## src/rtl/wbq_pkg.sv

```systemverilog
package wbq_pkg;

   typedef enum logic [1:0] {
      WBQ_CMD_READ  = 2'b00,
      WBQ_CMD_WRITE = 2'b01,
      WBQ_CMD_CLEAN = 2'b10,
      WBQ_CMD_OTHER = 2'b11
   } wbq_cmd_e;

   // Only writes and clean evicts may enter the queue
   function automatic logic wbq_cmd_legal(input logic [1:0] code);
      return (code == WBQ_CMD_WRITE) || (code == WBQ_CMD_CLEAN);
   endfunction

endpackage

```

## src/rtl/wbq_slots.sv

```systemverilog
module wbq_slots #(
   parameter int DEPTH    = 6,
   parameter int IDX_W    = 3,
   parameter int ADDR_W   = 32,
   parameter int HANDLE_W = 8,
   parameter int ORDER_W  = 16
) (
   input  logic                              clk,
   input  logic                              rst_n,
   input  logic                              wr_en,
   input  logic [IDX_W-1:0]                  wr_idx,
   input  logic [ADDR_W-1:0]                 wr_addr,
   input  logic                              wr_secure,
   input  logic [HANDLE_W-1:0]               wr_handle,
   input  logic [ORDER_W-1:0]                wr_order,
   input  logic                              svc_en,
   input  logic [IDX_W-1:0]                  svc_idx,
   input  logic                              clr_en,
   input  logic [IDX_W-1:0]                  clr_idx,
   output logic [DEPTH-1:0]                  valid_o,
   output logic [DEPTH-1:0]                  insvc_o,
   output logic [DEPTH-1:0]                  secure_o,
   output logic [DEPTH-1:0][ADDR_W-1:0]      addr_o,
   output logic [DEPTH-1:0][HANDLE_W-1:0]    handle_o,
   output logic [DEPTH-1:0][ORDER_W-1:0]     order_o
);

   for (genvar s = 0; s < DEPTH; s++) begin : g_slot
      logic                vld_q;
      logic                svc_q;
      logic                sec_q;
      logic [ADDR_W-1:0]   adr_q;
      logic [HANDLE_W-1:0] hdl_q;
      logic [ORDER_W-1:0]  ord_q;
      logic                hit_wr;
      logic                hit_clr;
      logic                hit_svc;

      assign hit_wr  = wr_en  && (wr_idx  == IDX_W'(s));
      assign hit_clr = clr_en && (clr_idx == IDX_W'(s));
      assign hit_svc = svc_en && (svc_idx == IDX_W'(s));

      always_ff @(posedge clk or negedge rst_n) begin
         if (!rst_n) begin
            vld_q <= 1'b0;
            svc_q <= 1'b0;
         end else if (hit_wr) begin
            vld_q <= 1'b1;
            svc_q <= 1'b0;
         end else if (hit_clr) begin
            vld_q <= 1'b0;
            svc_q <= 1'b0;
         end else if (hit_svc) begin
            svc_q <= 1'b1;
         end
      end

      always_ff @(posedge clk) begin
         if (hit_wr) begin
            adr_q <= wr_addr;
            sec_q <= wr_secure;
            hdl_q <= wr_handle;
            ord_q <= wr_order;
         end
      end

      assign valid_o[s]  = vld_q;
      assign insvc_o[s]  = svc_q;
      assign secure_o[s] = sec_q;
      assign addr_o[s]   = adr_q;
      assign handle_o[s] = hdl_q;
      assign order_o[s]  = ord_q;
   end


   wr_into_free_chk: assert property (@(posedge clk) disable iff (!rst_n)
      wr_en |-> (!valid_o[wr_idx] || (clr_en && (clr_idx == wr_idx))));


   clr_empties_chk: assert property (@(posedge clk) disable iff (!rst_n)
      (clr_en && !(wr_en && (wr_idx == clr_idx))) |=> !valid_o[$past(clr_idx)]);


   svc_marks_chk: assert property (@(posedge clk) disable iff (!rst_n)
      (svc_en && !(clr_en && (clr_idx == svc_idx)) && !(wr_en && (wr_idx == svc_idx)))
      |=> insvc_o[$past(svc_idx)]);

endmodule

```

## src/rtl/wbq_match.sv

```systemverilog
module wbq_match #(
   parameter int DEPTH  = 6,
   parameter int IDX_W  = 3,
   parameter int ADDR_W = 32
) (
   input  logic                         clk,
   input  logic                         rst_n,
   input  logic                         probe_en,
   input  logic [ADDR_W-1:0]            probe_addr,
   input  logic                         probe_secure,
   input  logic [DEPTH-1:0]             valid,
   input  logic [DEPTH-1:0]             insvc,
   input  logic [DEPTH-1:0]             secure,
   input  logic [DEPTH-1:0][ADDR_W-1:0] addr,
   output logic                         hit,
   output logic [IDX_W-1:0]             hit_idx
);

   logic [DEPTH-1:0] same_blk;

   for (genvar s = 0; s < DEPTH; s++) begin : g_cmp
      assign same_blk[s] = valid[s] && !insvc[s] && (secure[s] == probe_secure)
                           && (addr[s] == probe_addr);
   end

   always_comb begin
      hit     = 1'b0;
      hit_idx = '0;
      for (int i = DEPTH - 1; i >= 0; i--) begin
         if (probe_en && same_blk[i]) begin
            hit     = 1'b1;
            hit_idx = IDX_W'(i);
         end
      end
   end


   hint_waiting_chk: assert property (@(posedge clk) disable iff (!rst_n)
      hit |-> (valid[hit_idx] && !insvc[hit_idx] && (secure[hit_idx] == probe_secure)));

endmodule

```

## src/rtl/wbq_age_pick.sv

```systemverilog
module wbq_age_pick #(
   parameter int DEPTH   = 6,
   parameter int IDX_W   = 3,
   parameter int ORDER_W = 16
) (
   input  logic                          clk,
   input  logic                          rst_n,
   input  logic [DEPTH-1:0]              cand,
   input  logic [DEPTH-1:0][ORDER_W-1:0] order,
   output logic                          pick_valid,
   output logic [IDX_W-1:0]              pick_idx
);

   logic [ORDER_W-1:0] best_ord;

   always_comb begin
      pick_valid = 1'b0;
      pick_idx   = '0;
      best_ord   = '0;
      for (int i = 0; i < DEPTH; i++) begin
         if (cand[i] && (!pick_valid || (order[i] < best_ord))) begin
            pick_valid = 1'b1;
            pick_idx   = IDX_W'(i);
            best_ord   = order[i];
         end
      end
   end


   pick_is_cand_chk: assert property (@(posedge clk) disable iff (!rst_n)
      pick_valid |-> cand[pick_idx]);

   for (genvar i = 0; i < DEPTH; i++) begin : g_age_chk

      pick_oldest_chk: assert property (@(posedge clk) disable iff (!rst_n)
         (pick_valid && cand[i]) |-> (order[i] >= order[pick_idx]));
   end

endmodule

```

## src/rtl/wb_coalesce_q.sv

```systemverilog
module wb_coalesce_q
   import wbq_pkg::*;
#(
   parameter int ADDR_W     = 32,
   parameter int BLK_BYTES  = 64,
   parameter int HANDLE_W   = 8,
   parameter int PEND_LIMIT = 4,
   parameter int SVC_SPARE  = 2,
   parameter int ORDER_W    = 16,
   localparam int DEPTH     = PEND_LIMIT + SVC_SPARE,
   localparam int IDX_W     = (DEPTH > 1) ? $clog2(DEPTH) : 1
) (
   input  logic                clk,
   input  logic                rst_n,
   input  logic                alloc_valid,
   input  logic [1:0]          alloc_cmd,
   input  logic [ADDR_W-1:0]   alloc_addr,
   input  logic                alloc_secure,
   input  logic [HANDLE_W-1:0] alloc_handle,
   output logic                alloc_accept,
   output logic                alloc_bad,
   output logic                merge_hint,
   output logic [IDX_W-1:0]    merge_idx,
   output logic                send_kick,
   output logic                out_valid,
   output logic [IDX_W-1:0]    out_idx,
   output logic [ADDR_W-1:0]   out_addr,
   output logic                out_secure,
   output logic [HANDLE_W-1:0] out_handle,
   output logic [ORDER_W-1:0]  out_order,
   input  logic                out_issue,
   input  logic                done_valid,
   input  logic [IDX_W-1:0]    done_idx,
   output logic                done_err,
   output logic                full,
   output logic                full_rise,
   output logic                full_fall
);

   localparam int CNT_W = $clog2(DEPTH + 1);
   localparam logic [ADDR_W-1:0] BLK_MASK = ~ADDR_W'(BLK_BYTES - 1);

   // Elaboration-time parameter checks
   if (PEND_LIMIT < 1) begin : g_bad_limit
      $error("wb_coalesce_q: PEND_LIMIT must be at least 1");
   end
   if (SVC_SPARE < 1) begin : g_bad_spare
      $error("wb_coalesce_q: SVC_SPARE must be at least 1");
   end
   if ((BLK_BYTES < 2) || ((BLK_BYTES & (BLK_BYTES - 1)) != 0)) begin : g_bad_blk
      $error("wb_coalesce_q: BLK_BYTES must be a power of two of at least 2");
   end
   if ((ORDER_W < 4) || (HANDLE_W < 1)) begin : g_bad_width
      $error("wb_coalesce_q: ORDER_W must be 4 or more and HANDLE_W 1 or more");
   end

   logic [DEPTH-1:0]                valid;
   logic [DEPTH-1:0]                insvc;
   logic [DEPTH-1:0]                sec_v;
   logic [DEPTH-1:0][ADDR_W-1:0]    addr_v;
   logic [DEPTH-1:0][HANDLE_W-1:0]  hdl_v;
   logic [DEPTH-1:0][ORDER_W-1:0]   ord_v;
   logic [DEPTH-1:0]                waiting;

   logic [ADDR_W-1:0]  blk_addr;
   logic               cmd_ok;
   logic [CNT_W-1:0]   wait_cnt;
   logic               free_any;
   logic [IDX_W-1:0]   free_idx;
   logic               done_in_rng;
   logic               done_ok;
   logic               room;
   logic [IDX_W-1:0]   wr_idx;
   logic [ORDER_W-1:0] seq_q;
   logic               issue_fire;
   logic               full_q;

   assign blk_addr = alloc_addr & BLK_MASK;
   assign cmd_ok   = wbq_cmd_legal(alloc_cmd);
   assign waiting  = valid & ~insvc;

   always_comb begin
      wait_cnt = '0;
      for (int i = 0; i < DEPTH; i++) begin
         wait_cnt = wait_cnt + CNT_W'(waiting[i]);
      end
   end

   always_comb begin
      free_any = 1'b0;
      free_idx = '0;
      for (int i = DEPTH - 1; i >= 0; i--) begin
         if (!valid[i]) begin
            free_any = 1'b1;
            free_idx = IDX_W'(i);
         end
      end
   end

   assign done_in_rng = ({1'b0, done_idx} < (IDX_W + 1)'(DEPTH));
   assign done_ok     = done_valid && done_in_rng && valid[done_idx] && insvc[done_idx];
   assign done_err    = done_valid && !done_ok;

   assign room         = wait_cnt < CNT_W'(PEND_LIMIT);
   assign alloc_bad    = alloc_valid && !cmd_ok;
   assign alloc_accept = alloc_valid && cmd_ok && room && (free_any || done_ok);
   assign send_kick    = alloc_accept;
   assign wr_idx       = free_any ? free_idx : done_idx;

   always_ff @(posedge clk or negedge rst_n) begin
      if (!rst_n) begin
         seq_q <= '0;
      end else if (alloc_accept) begin
         seq_q <= seq_q + 1'b1;
      end
   end

   wbq_slots #(
      .DEPTH    (DEPTH),
      .IDX_W    (IDX_W),
      .ADDR_W   (ADDR_W),
      .HANDLE_W (HANDLE_W),
      .ORDER_W  (ORDER_W)
   ) u_slots (
      .clk       (clk),
      .rst_n     (rst_n),
      .wr_en     (alloc_accept),
      .wr_idx    (wr_idx),
      .wr_addr   (blk_addr),
      .wr_secure (alloc_secure),
      .wr_handle (alloc_handle),
      .wr_order  (seq_q),
      .svc_en    (issue_fire),
      .svc_idx   (out_idx),
      .clr_en    (done_ok),
      .clr_idx   (done_idx),
      .valid_o   (valid),
      .insvc_o   (insvc),
      .secure_o  (sec_v),
      .addr_o    (addr_v),
      .handle_o  (hdl_v),
      .order_o   (ord_v)
   );

   wbq_match #(
      .DEPTH  (DEPTH),
      .IDX_W  (IDX_W),
      .ADDR_W (ADDR_W)
   ) u_match (
      .clk          (clk),
      .rst_n        (rst_n),
      .probe_en     (alloc_valid && cmd_ok),
      .probe_addr   (blk_addr),
      .probe_secure (alloc_secure),
      .valid        (valid),
      .insvc        (insvc),
      .secure       (sec_v),
      .addr         (addr_v),
      .hit          (merge_hint),
      .hit_idx      (merge_idx)
   );

   wbq_age_pick #(
      .DEPTH   (DEPTH),
      .IDX_W   (IDX_W),
      .ORDER_W (ORDER_W)
   ) u_pick (
      .clk        (clk),
      .rst_n      (rst_n),
      .cand       (waiting),
      .order      (ord_v),
      .pick_valid (out_valid),
      .pick_idx   (out_idx)
   );

   assign out_addr   = addr_v[out_idx];
   assign out_secure = sec_v[out_idx];
   assign out_handle = hdl_v[out_idx];
   assign out_order  = ord_v[out_idx];
   assign issue_fire = out_issue && out_valid;

   assign full = !room || !free_any;

   always_ff @(posedge clk or negedge rst_n) begin
      if (!rst_n) begin
         full_q <= 1'b0;
      end else begin
         full_q <= full;
      end
   end

   assign full_rise = full && !full_q;
   assign full_fall = !full && full_q;


   wait_bound_chk: assert property (@(posedge clk) disable iff (!rst_n)
      wait_cnt <= CNT_W'(PEND_LIMIT));


   unblock_cause_chk: assert property (@(posedge clk) disable iff (!rst_n)
      full_fall |-> $past(issue_fire || done_ok));


   bad_cmd_refused_chk: assert property (@(posedge clk) disable iff (!rst_n)
      alloc_bad |-> !alloc_accept);


   refuse_when_full_chk: assert property (@(posedge clk) disable iff (!rst_n)
      (full && !done_ok) |-> !alloc_accept);

endmodule

```

## config.mk

```make
export PLATFORM = sky130hd
export DESIGN_NAME = wb_coalesce_q
export DESIGN_NICKNAME = d
export VERILOG_FILES = /design/src/rtl/wbq_pkg.sv /design/src/rtl/wbq_slots.sv /design/src/rtl/wbq_match.sv /design/src/rtl/wbq_age_pick.sv /design/src/rtl/wb_coalesce_q.sv
export SDC_FILE = /design/constraint.sdc
export NUM_CORES = 1
export LEC_CHECK = 0
export ABC_AREA = 0
export BUFFER_PORTS_ARGS = -buffer_cell sky130_fd_sc_hd__clkbuf_2
export CAP_MARGIN = 5
export CORE_MARGIN = 2
export CORE_UTILIZATION = 32
export CTS_CLUSTER_SIZE = 14
export DETAILED_ROUTE_END_ITERATION = 8
export SLEW_MARGIN = 20
export SYNTH_ARGS = -nofsm -noshare
export SYNTH_HDL_FRONTEND = slang
export SYNTH_HIERARCHICAL = 1
export SYNTH_SLANG_ARGS = --single-unit
```

## constraint.sdc

```tcl
create_clock -name clk -period 13.3 [get_ports clk]
set_input_delay 0.665 -clock clk [delete_from_list [all_inputs] [get_ports clk]]
set_output_delay 0.665 -clock clk [all_outputs]
set_load 0.02 [all_outputs]
```

### After elaboration in Yosys (flattened, before gate mapping)

Cells that the tools add are included.

* $add $sub $neg: 6
* magnitude comparators: 9
* eq/ne operators: 29
* multiplexer cells: 83
* bitwise logic cells: 2
* reduce and logical (&&, ||, !) cells: 98

Operators with widths (number)
* 26-bit == test: 6
* 32-bit binary-select mux with 3-bit select: 1
* 16-bit two-way mux: 6
* 16-bit less-than comparator: 5
* 1-bit logical AND: 58
* 1-bit two-way mux: 52
* 16-bit binary-select mux with 3-bit select: 1
* 3-bit two-way mux: 15
* 32-bit two-way mux: 1
* 8-bit binary-select mux with 3-bit select: 1
* 3-bit by 2-bit == test with 1-bit output, second input constant: 6
* 3-bit == test, second input constant: 6
* 3-bit nonzero test: 6
* 1-bit zero test: 17
* 16-bit by 1-bit adder with 16-bit output, second input constant: 1
* 2-bit nonzero test: 6
* 3-bit by 1-bit adder with 3-bit output: 3
* 1-bit binary-select mux with 3-bit select: 3
* 3-bit by 1-bit == test with 1-bit output, second input constant: 3
* 3-bit zero test: 3
* 1-bit logical OR: 8
* 3-bit by 4-bit less-than comparator with 1-bit output, second input constant: 2
* 8-bit two-way mux: 1
* 6-bit bitwise AND: 1
* other kinds (8): 15

* register bits: 335
* input bits: 51
* output and inout bits: 72
* word-level logic and storage cells: 265

### Logic depth before layout (Yosys ltp)

Gate-level depths: netlist of the first run.

* word-level depth: 28
* mapped depth: 62
* mapped depth without buffers: 51

### Modules after synthesis

The synthesis of the first run kept the hierarchy.

By module, submodules not included
* wbq_slots: times used 1, cells each 408, area an instance 11014.3 um^2, seq. area each 10570.1 um^2
* wb_coalesce_q: times used 1, cells each 377, area an instance 3699.8 um^2, seq. area each 425.4 um^2
* wbq_age_pick: times used 1, cells each 382, area an instance 2984.1 um^2, seq. area each 0.0 um^2
* wbq_match: times used 1, cells each 316, area an instance 2502.4 um^2, seq. area each 0.0 um^2

### Worst setup path before layout of the first run

Ideal clock, no wire load.

* kind: register to output
* start: reg u_slots.g_slot[0].svc_q
* end: out out_addr[16]
* arrival time: 12.526 ns
* required time: 12.635 ns
* path slack: 0.109 ns
* cell stages (with the launch flop): 59
* path buffers: 10
* path through: dfrtp_1 -> buf_4 -> or2b_1 -> inv_1 -> clkbuf_1 -> clkbuf_1 -> nand2_1 -> ha_1 -> nand4_1 -> nor2_1 -> a2111o_1 -> a2111oi_2 -> clkbuf_1 -> nand2_1 -> o21ai_0 -> inv_1 -> ha_1 -> nand4_1 -> [... 23 more ...] -> o211ai_1 -> nand3_2 -> buf_2 -> mux2_2 -> ha_1 -> a21o_1 -> a21o_1 -> a21oi_1 -> o2111a_1 -> a32o_1 -> inv_1 -> nand2_1 -> a221oi_1 -> buf_2 -> buf_1 -> mux4_2 -> inv_1 -> o22ai_1

* word-level cells in the longest chain between the ends: 25
* elaborated cells on any way between the ends: 39
* those cells by class: 5 x order compare; 17 x mux; 2 x bitwise; 15 x reduce/logical

RTL lines
* start, declared: line wbq_slots.sv:30 `logic svc_q;`
* start signal, assigned: line wbq_slots.sv:46 `svc_q <= 1'b0;`
* start signal, assigned: line wbq_slots.sv:49 `svc_q <= 1'b0;`
* start signal, assigned: line wbq_slots.sv:52 `svc_q <= 1'b0;`
* 6-bit NOT *: line wb_coalesce_q.sv:80 `assign waiting = valid & ~insvc;`
* 6-bit bitwise AND *: line wb_coalesce_q.sv:80
* named net waiting[0]: line wb_coalesce_q.sv:63 `logic [DEPTH-1:0] waiting;`
* 16-bit two-way mux / 1-bit two-way mux (equally long branches): line wbq_age_pick.sv:21 `if (cand[i] && (!pick_valid || (order[i] < best_ord))) begin`
* 16-bit less-than comparator / 1-bit zero test (equally long branches): line wbq_age_pick.sv:21
* 1-bit logical OR: line wbq_age_pick.sv:21
* 1-bit logical AND: line wbq_age_pick.sv:21
* 16-bit two-way mux / 1-bit two-way mux (equally long branches): line wbq_age_pick.sv:21
* [... 11 more ...]
* 16-bit two-way mux / 1-bit two-way mux (equally long branches): line wbq_age_pick.sv:21
* 16-bit less-than comparator / 1-bit zero test (equally long branches): line wbq_age_pick.sv:21
* 1-bit logical OR: line wbq_age_pick.sv:21
* 1-bit logical AND: line wbq_age_pick.sv:21
* 3-bit two-way mux *: line wbq_age_pick.sv:21
* named net out_idx[1]: line wb_coalesce_q.sv:26 `output logic [IDX_W-1:0] out_idx,`
* 32-bit binary-select mux with 3-bit select *: line wb_coalesce_q.sv:176 `assign out_addr = addr_v[out_idx];`
* 32-bit two-way mux (not written as such) *: line wb_coalesce_q.sv:176
* end, declared: line wb_coalesce_q.sv:27 `output logic [ADDR_W-1:0] out_addr,`

Mark *: on every way through the listed nets, which the timed path passes. The rest lies on a longest branch. The select of a mux whose other input is x is not followed.

### Final worst setup path of the first run

* start: reg u_slots.g_slot[0].svc_q
* end: out out_addr[23]

* word-level cells in the longest chain between the ends: 25
* elaborated cells on any way between the ends: 39
* those cells by class: 5 x order compare; 17 x mux; 2 x bitwise; 15 x reduce/logical

RTL lines (line)
* 6-bit NOT *: wb_coalesce_q.sv:80
* 6-bit bitwise AND *: wb_coalesce_q.sv:80
* named net waiting[0]: wb_coalesce_q.sv:63
* 16-bit two-way mux / 1-bit two-way mux (equally long branches): wbq_age_pick.sv:21
* 16-bit less-than comparator / 1-bit zero test (equally long branches): wbq_age_pick.sv:21
* 1-bit logical OR: wbq_age_pick.sv:21
* 1-bit logical AND: wbq_age_pick.sv:21
* 16-bit two-way mux / 1-bit two-way mux (equally long branches): wbq_age_pick.sv:21
* [... 10 more ...]
* 1-bit logical AND: wbq_age_pick.sv:21
* 16-bit two-way mux / 1-bit two-way mux (equally long branches): wbq_age_pick.sv:21
* 16-bit less-than comparator / 1-bit zero test (equally long branches): wbq_age_pick.sv:21
* 1-bit logical OR: wbq_age_pick.sv:21
* 1-bit logical AND: wbq_age_pick.sv:21
* 3-bit two-way mux *: wbq_age_pick.sv:21
* 32-bit binary-select mux with 3-bit select *: wb_coalesce_q.sv:176
* 32-bit two-way mux (not written as such) *: wb_coalesce_q.sv:176

Marks and branches as above.

==> reports/qor.yml, run 1 <==
worst_setup_path:
  cp_max_fo: 6
  end_kind: "output port"
  required_ns: 12.64
  worst_setup_path_start_kind: "flop"
  crit_top_cell: "buf_6"
  critical_path.slowest_cell: "or4_4"
  crit_arrival_ns: 12.41
  crit_path_start: "u_slots/g_slot[0].svc_q$_DFFE_PN0P_"
  rr_startpoint: "u_slots/g_slot[0].svc_q$_DFFE_PN0P_"
  critPathKind: "flop to output port"
  slowest_delay_ns: 0.58
  reg2reg_setup_slack_ns: 1.58
synthesis:
  synth_ff_type: "edfxtp_1"
  syn_avg_cell_area_sq_um: 13.6
  seq_area_frac_synth_pct: 54.4
  synth.distinct_cells: 81
  synthCells: 1483
  ys_ff_latch: 371
  synth.cell_area_sq_um: 20200
  synth_edf_count: 342
  yosys_warnings: 6
  synthArstFlopShare_pct: 7.82
finish:
  utilization_pct: 40.0
  regArea_sq_um: 11000
  nets: 1866
  multi_input_area_sq_um: 9050
  layout_commonest_cell: "edfxtp_1"
  syn2layout_area_growth_pct: 24.4
  postLayoutCellArea_sq_um: 25100
  drive_gt1_share_pct: 31.0
  mostFrequentLayoutCells: "342 x edfxtp_1, 127 x xnor2_1, 111 x buf_4"
  fill_cells: 5800
routing:
  drc_errors: 0
  firstDrtPassIters: 6
  wl_per_cell_um: 22.8
  postRouteAntennaNets: 0
  via_count: 13400
  drt_first_iter_violations: 1055
  finalWirelength_mm: 59.5
  routed_via_density: 5.12
grt:
  grt_antenna_before_repair: 3
  overflow: 0
  grt_pass1_vias: 13700
  grt_pass1_wl_mm: 86.3
  grt_max_degree: 53
  track_usage_pct: 17.9
floorplan:
  initial_core_util_pct: 32.2
  die_h_um: 255
  coreArea_sq_um: 62700
  ios: 123
  dieArea_sq_um: 65200
  die_w_um: 255
  rows: 92
sta:
  fin_worst_skew_ns: 0.0202
  min_period_over_period_pct: 98.3
  finalHoldViolCount: 0
  min_period_ns: 13.08
  slew_headroom_pct: 31.0
  worst_slew_pin_slew_ns: 1.03
  finalSetupViolations: 0
  final_max_slew_viol_count: 0
  max_freq_ghz: 0.0765
placed_design:
  hpwl_mm: 41.3
  place_area_sq_um: 22300
  portBuffers: 116
  place.gp.congestion: 0.928
clocking:
  cts-htree-levels: 2
  cts_root_buffer: "clkbuf_16"
  clk_pin_slew_ns: 0.06
  clock_sinks: 371
  cts_tree: "done"
  clk_latency_ns: 0.58
  cts_buffers: 42
  clock_path_buffers: 3
hold_path:
  holdCritPathClass: "primary input to asynchronous set/reset pin"
run_status:
  outcome: "finished clean"
job:
  max_cap_viol_count: 0
## worst max-delay path, delay by kind of cell (launching register included)
kind | cells | cell delay [ns]
compound gates | 26 | 5.48
flops | 1 | 0.38
fa+ha+maj | 5 | 1.10
simple gates | 8 | 1.60
mux | 4 | 1.33
buf+inv | 15 | 1.91
## through the flow
stage / hold WS (ns) / setup slack, ns / std cells / setup TNS, ns
floorplan: 0.369 / 0.109 / 1524 / 0
global placement: 0.586 / -0.165 / 2482 / -1.68
detailed placement: 0.597 / -0.321 / 2482 / -13.96
CTS: 0.173 / 0.00467 / 2592 / 0
global route: 0.221 / -0.151 / 2615 / -6.71
finish: 0.188 / 0.222 / 2616 / 0
## routing by layer
metal	GRT usage (%)	wire length, um
met1	22.7	24700
met2	30.8	29700
met3	3.24	3280
met4	6.32	1870
met5	0	8
## worst paths after layout
kind | end | cells after the start
setup / recovery | out_addr[23] | 58
hold / removal | u_slots/g_slot[3].svc_q$_DFFE_PN0P_ | 1
setup reg to reg | u_slots/g_slot[0].svc_q$_DFFE_PN0P_ | 58
hold reg to reg | u_slots/g_slot[5].svc_q$_DFFE_PN0P_ | 1
max in group asynchronous | full_q$_DFF_PN0_ | 1
min in group clk | u_slots/g_slot[3].hdl_q[7]$_DFFE_PP_ | 1
## repair_timing
| action | in CTS | in global routing |
|---|---|---|
| pin swaps | 16 | 43 |
| resized for setup | 83 | 110 |
| setup endpoints to repair | 60 | 59 |
| setup buffers | 27 | 26 |
| hold buffers | 0 | 0 |
| gates cloned | 6 | 1 |
## cell families after synthesis
kind of cell | count (synthesis) | share of synthesized area [%]
adder cells (fa/ha/maj) | 79 | 4.97
XOR/XNOR | 214 | 9.32
flip-flops | 371 | 54.4
other | 1 | 0.0186
buffers and inverters | 219 | 5.19
AO/OA/AOI/OAI | 184 | 6.52
multiplexers | 162 | 12.1
AND/OR/NAND/NOR | 253 | 7.41
## area by class of cell
class                   count  share of cell area (%)
diodes                      1                 0.00996
clock buffers              55                    4.74
clock inverters            22                   0.722
inverters                 125                    1.90
multi-input cells         934                    36.0
flip-flops and latches    371                    43.8
well taps                 846                    4.21
repair buffers            262                    8.61
## state kept, by name, summed over array words and instances (netlist names)
register / count
u_slots/g_slot.svc_q: 6
u_slots/g_slot.adr_q: 192
full_q: 1
u_slots/g_slot.hdl_q: 48
u_slots/g_slot.vld_q: 6
u_slots/g_slot.ord_q: 96
seq_q: 16
u_slots/g_slot.sec_q: 6
## Yosys cell counts, types with 10 or more instances
cell type | instances | area [sq um]
nor2_1 | 19 | 71.3
xor2_1 | 86 | 753
mux4_2 | 58 | 1310
buf_4 | 30 | 225
mux2_2 | 21 | 236
nand4_1 | 47 | 294
edfxtp_1 | 342 | 10300
inv_1 | 124 | 465
ha_1 | 77 | 963
a21oi_1 | 17 | 85.1
xnor2_1 | 127 | 1110
o22ai_1 | 59 | 369
nand2_1 | 53 | 199
clkbuf_1 | 19 | 71.3
nand3_1 | 23 | 115
and3_1 | 12 | 75.1
buf_2 | 31 | 155
buf_6 | 10 | 113
a21o_1 | 29 | 218
mux2i_1 | 64 | 641
nor4_1 | 27 | 169
o21ai_0 | 27 | 135
dfrtp_1 | 29 | 726
nor3_1 | 12 | 60.1
Power of run 1 is not shown: default switching activity piles up to over one toggle a cycle in this logic, so the estimate is an artifact.
==> run 2: changes to the inputs <==
- GPL_TIMING_DRIVEN: unset -> 0
- clock period: 13.3 -> 15.9 ns (I/O delays scaled with it)
==> reports/qor.yml, run 2 (synthesis gave the netlist of run 1 again) <==
worst_setup_path:
  rr_endpoint: "u_slots/g_slot[1].svc_q$_DFFE_PN0P_"
  reg2reg_setup_slack_ns: 3.15
  crit_buf_inv: 17
  reg2reg_depth: 57
  critPathKind: "flop to output port"
  rr_startpoint: "u_slots/g_slot[0].svc_q$_DFFE_PN0P_"
  end_kind: "output port"
  worst_setup_path_start_kind: "flop"
  slowest_delay_ns: 0.54
  critical_path.slowest_cell: "a2111o_1"
  critPathTopFamily: "compound AO/OA/AOI/OAI gates"
  cp_max_fo: 10
  required_ns: 15.11
  crit_arrival_ns: 14.45
clocking:
  cts_tree: "done"
  cts_buffers: 41
  clk_pin_slew_ns: 0.06
  hold_buffers: 0
  clk_latency_ns: 0.58
  clock_path_buffers: 3
  cts_root_buffer: "clkbuf_16"
  clock_sinks: 371
  cts-htree-levels: 2
finish:
  layout_commonest_cell: "edfxtp_1"
  top_register: "u_slots/g_slot.adr_q"
  nets: 1821
  largest_reg_flops: 192
  drive_gt1_share_pct: 23.6
  syn2layout_area_growth_pct: 17.1
  reg.largest.list: "u_slots/g_slot.adr_q: 192 flops, u_slots/g_slot.ord_q: 96 flops, u_slots/g_slot.hdl_q: 48 flops"
  mostFrequentLayoutCells: "342 x edfxtp_1, 127 x xnor2_1, 124 x clkbuf_2"
floorplan:
  die_h_um: 255
  initial_core_util_pct: 32.2
  coreArea_sq_um: 62700
  dieArea_sq_um: 65200
  die_w_um: 255
  rows: 92
  ios: 123
routing:
  drt_first_iter_violations: 1278
  wl_per_cell_um: 23.8
  postRouteAntennaNets: 0
  firstDrtPassIters: 5
  via_count: 13300
  drc_errors: 0
  routed_via_density: 5.16
  finalWirelength_mm: 61.1
run_status:
  outcome: "finished clean"
sta:
  fin_worst_skew_ns: 0.0312
  min_period_over_period_pct: 95.9
  fin_ws_ns: 0.657
  final_max_slew_viol_count: 0
  slew_headroom_pct: 29.7
  min_period_ns: 15.24
  tns_ns: 0
  worst_slew_pin_slew_ns: 1.05
  finalHoldViolCount: 0
  max_freq_ghz: 0.0656
  rsz0062_at_grt: "no"
  finalSetupViolations: 0
placed_design:
  portBuffers: 116
  hpwl_mm: 45.2
  place.gp.congestion: 0.925
  post-place-ws_ns: -0.816
grt:
  overflow: 0
  grt_pass1_vias: 13200
  top_usage_layer: "met2"
  track_usage_pct: 18.7
  met3_usage_pct: 3.24
  grt_antenna_before_repair: 4
  grt_max_degree: 59
  use_met1_pct: 24.3
  grt_pass1_wl_mm: 88.1
  met2_usage_pct: 32.0
job:
  max_cap_viol_count: 0
hold_path:
  holdCritPathClass: "primary input to asynchronous set/reset pin"
[run 2: changes by cell type in the layout (fill, tap and decap cells not counted), sizes merged]
cell / delta
bufinv: -1
clkinvlp: +5
clkinv: -5
buf: -76
clkbuf: +31
[run 2: through the flow]
stage | cell area (sq um) | cells | hold slack [ns] | util [%]
6_report | 23700 | 2570 | 0.352 | 37.7
5_1_grt | 23700 | 2569 | 0.389 | 37.7
4_1_cts | 23600 | 2568 | 0.345 | 37.6
3_5_place_dp | 22200 | 2492 | 0.468 | 35.3
3_3_place_gp | 22000 | 2486 | 0.463 | 35.1
2_1_floorplan | 20400 | 1524 | 0.451 | -
[run 2: per-layer routing]
layer / up-vias / share of wire (%) / wire length [um]
met4: 4 / 3.1 / 1880
met1: 6707 / 41 / 24800
met3: 101 / 7.0 / 4280
met5: - / 0.038 / 23
met2: 505 / 49 / 30100
li1: 5953 / - / -
[run 2: repair_timing]
item | in CTS | in global routing
setup endpoints to repair | 57 | 57
resized for setup | 23 | 34
setup buffers | 1 | 1
pin swaps | 1 | 1
[run 2: final cells by class]
cell class | instances | area [sq um]
fillers | 5974 | 39100
flip-flops and latches | 371 | 11000
multi-input cells | 934 | 8400
clock buffers | 54 | 1150
well taps | 846 | 1060
repair buffers | 124 | 742
plain buffers | 94 | 649
inverters | 125 | 487
clock inverters | 21 | 169
diodes | 1 | 2.50
[run 2: how the worst max path moves through the flow]
stage                                         from           end  slack [ns]  cells past startpoint
6_report       u_slots/g_slot[0].svc_q$_DFFE_PN0P_  out_addr[27]        0.66                     62
5_1_grt        u_slots/g_slot[0].vld_q$_DFFE_PN0P_  out_order[9]        0.06                     61
4_1_cts        u_slots/g_slot[0].svc_q$_DFFE_PN0P_  out_addr[27]        0.04                     60
3_5_place_dp   u_slots/g_slot[0].svc_q$_DFFE_PN0P_  out_order[9]       -0.82                     59
3_3_place_gp   u_slots/g_slot[0].svc_q$_DFFE_PN0P_  out_order[9]       -1.83                     57
2_1_floorplan  u_slots/g_slot[0].svc_q$_DFFE_PN0P_  out_addr[16]        2.58                     58
Power of run 2 is left out for the same reason.
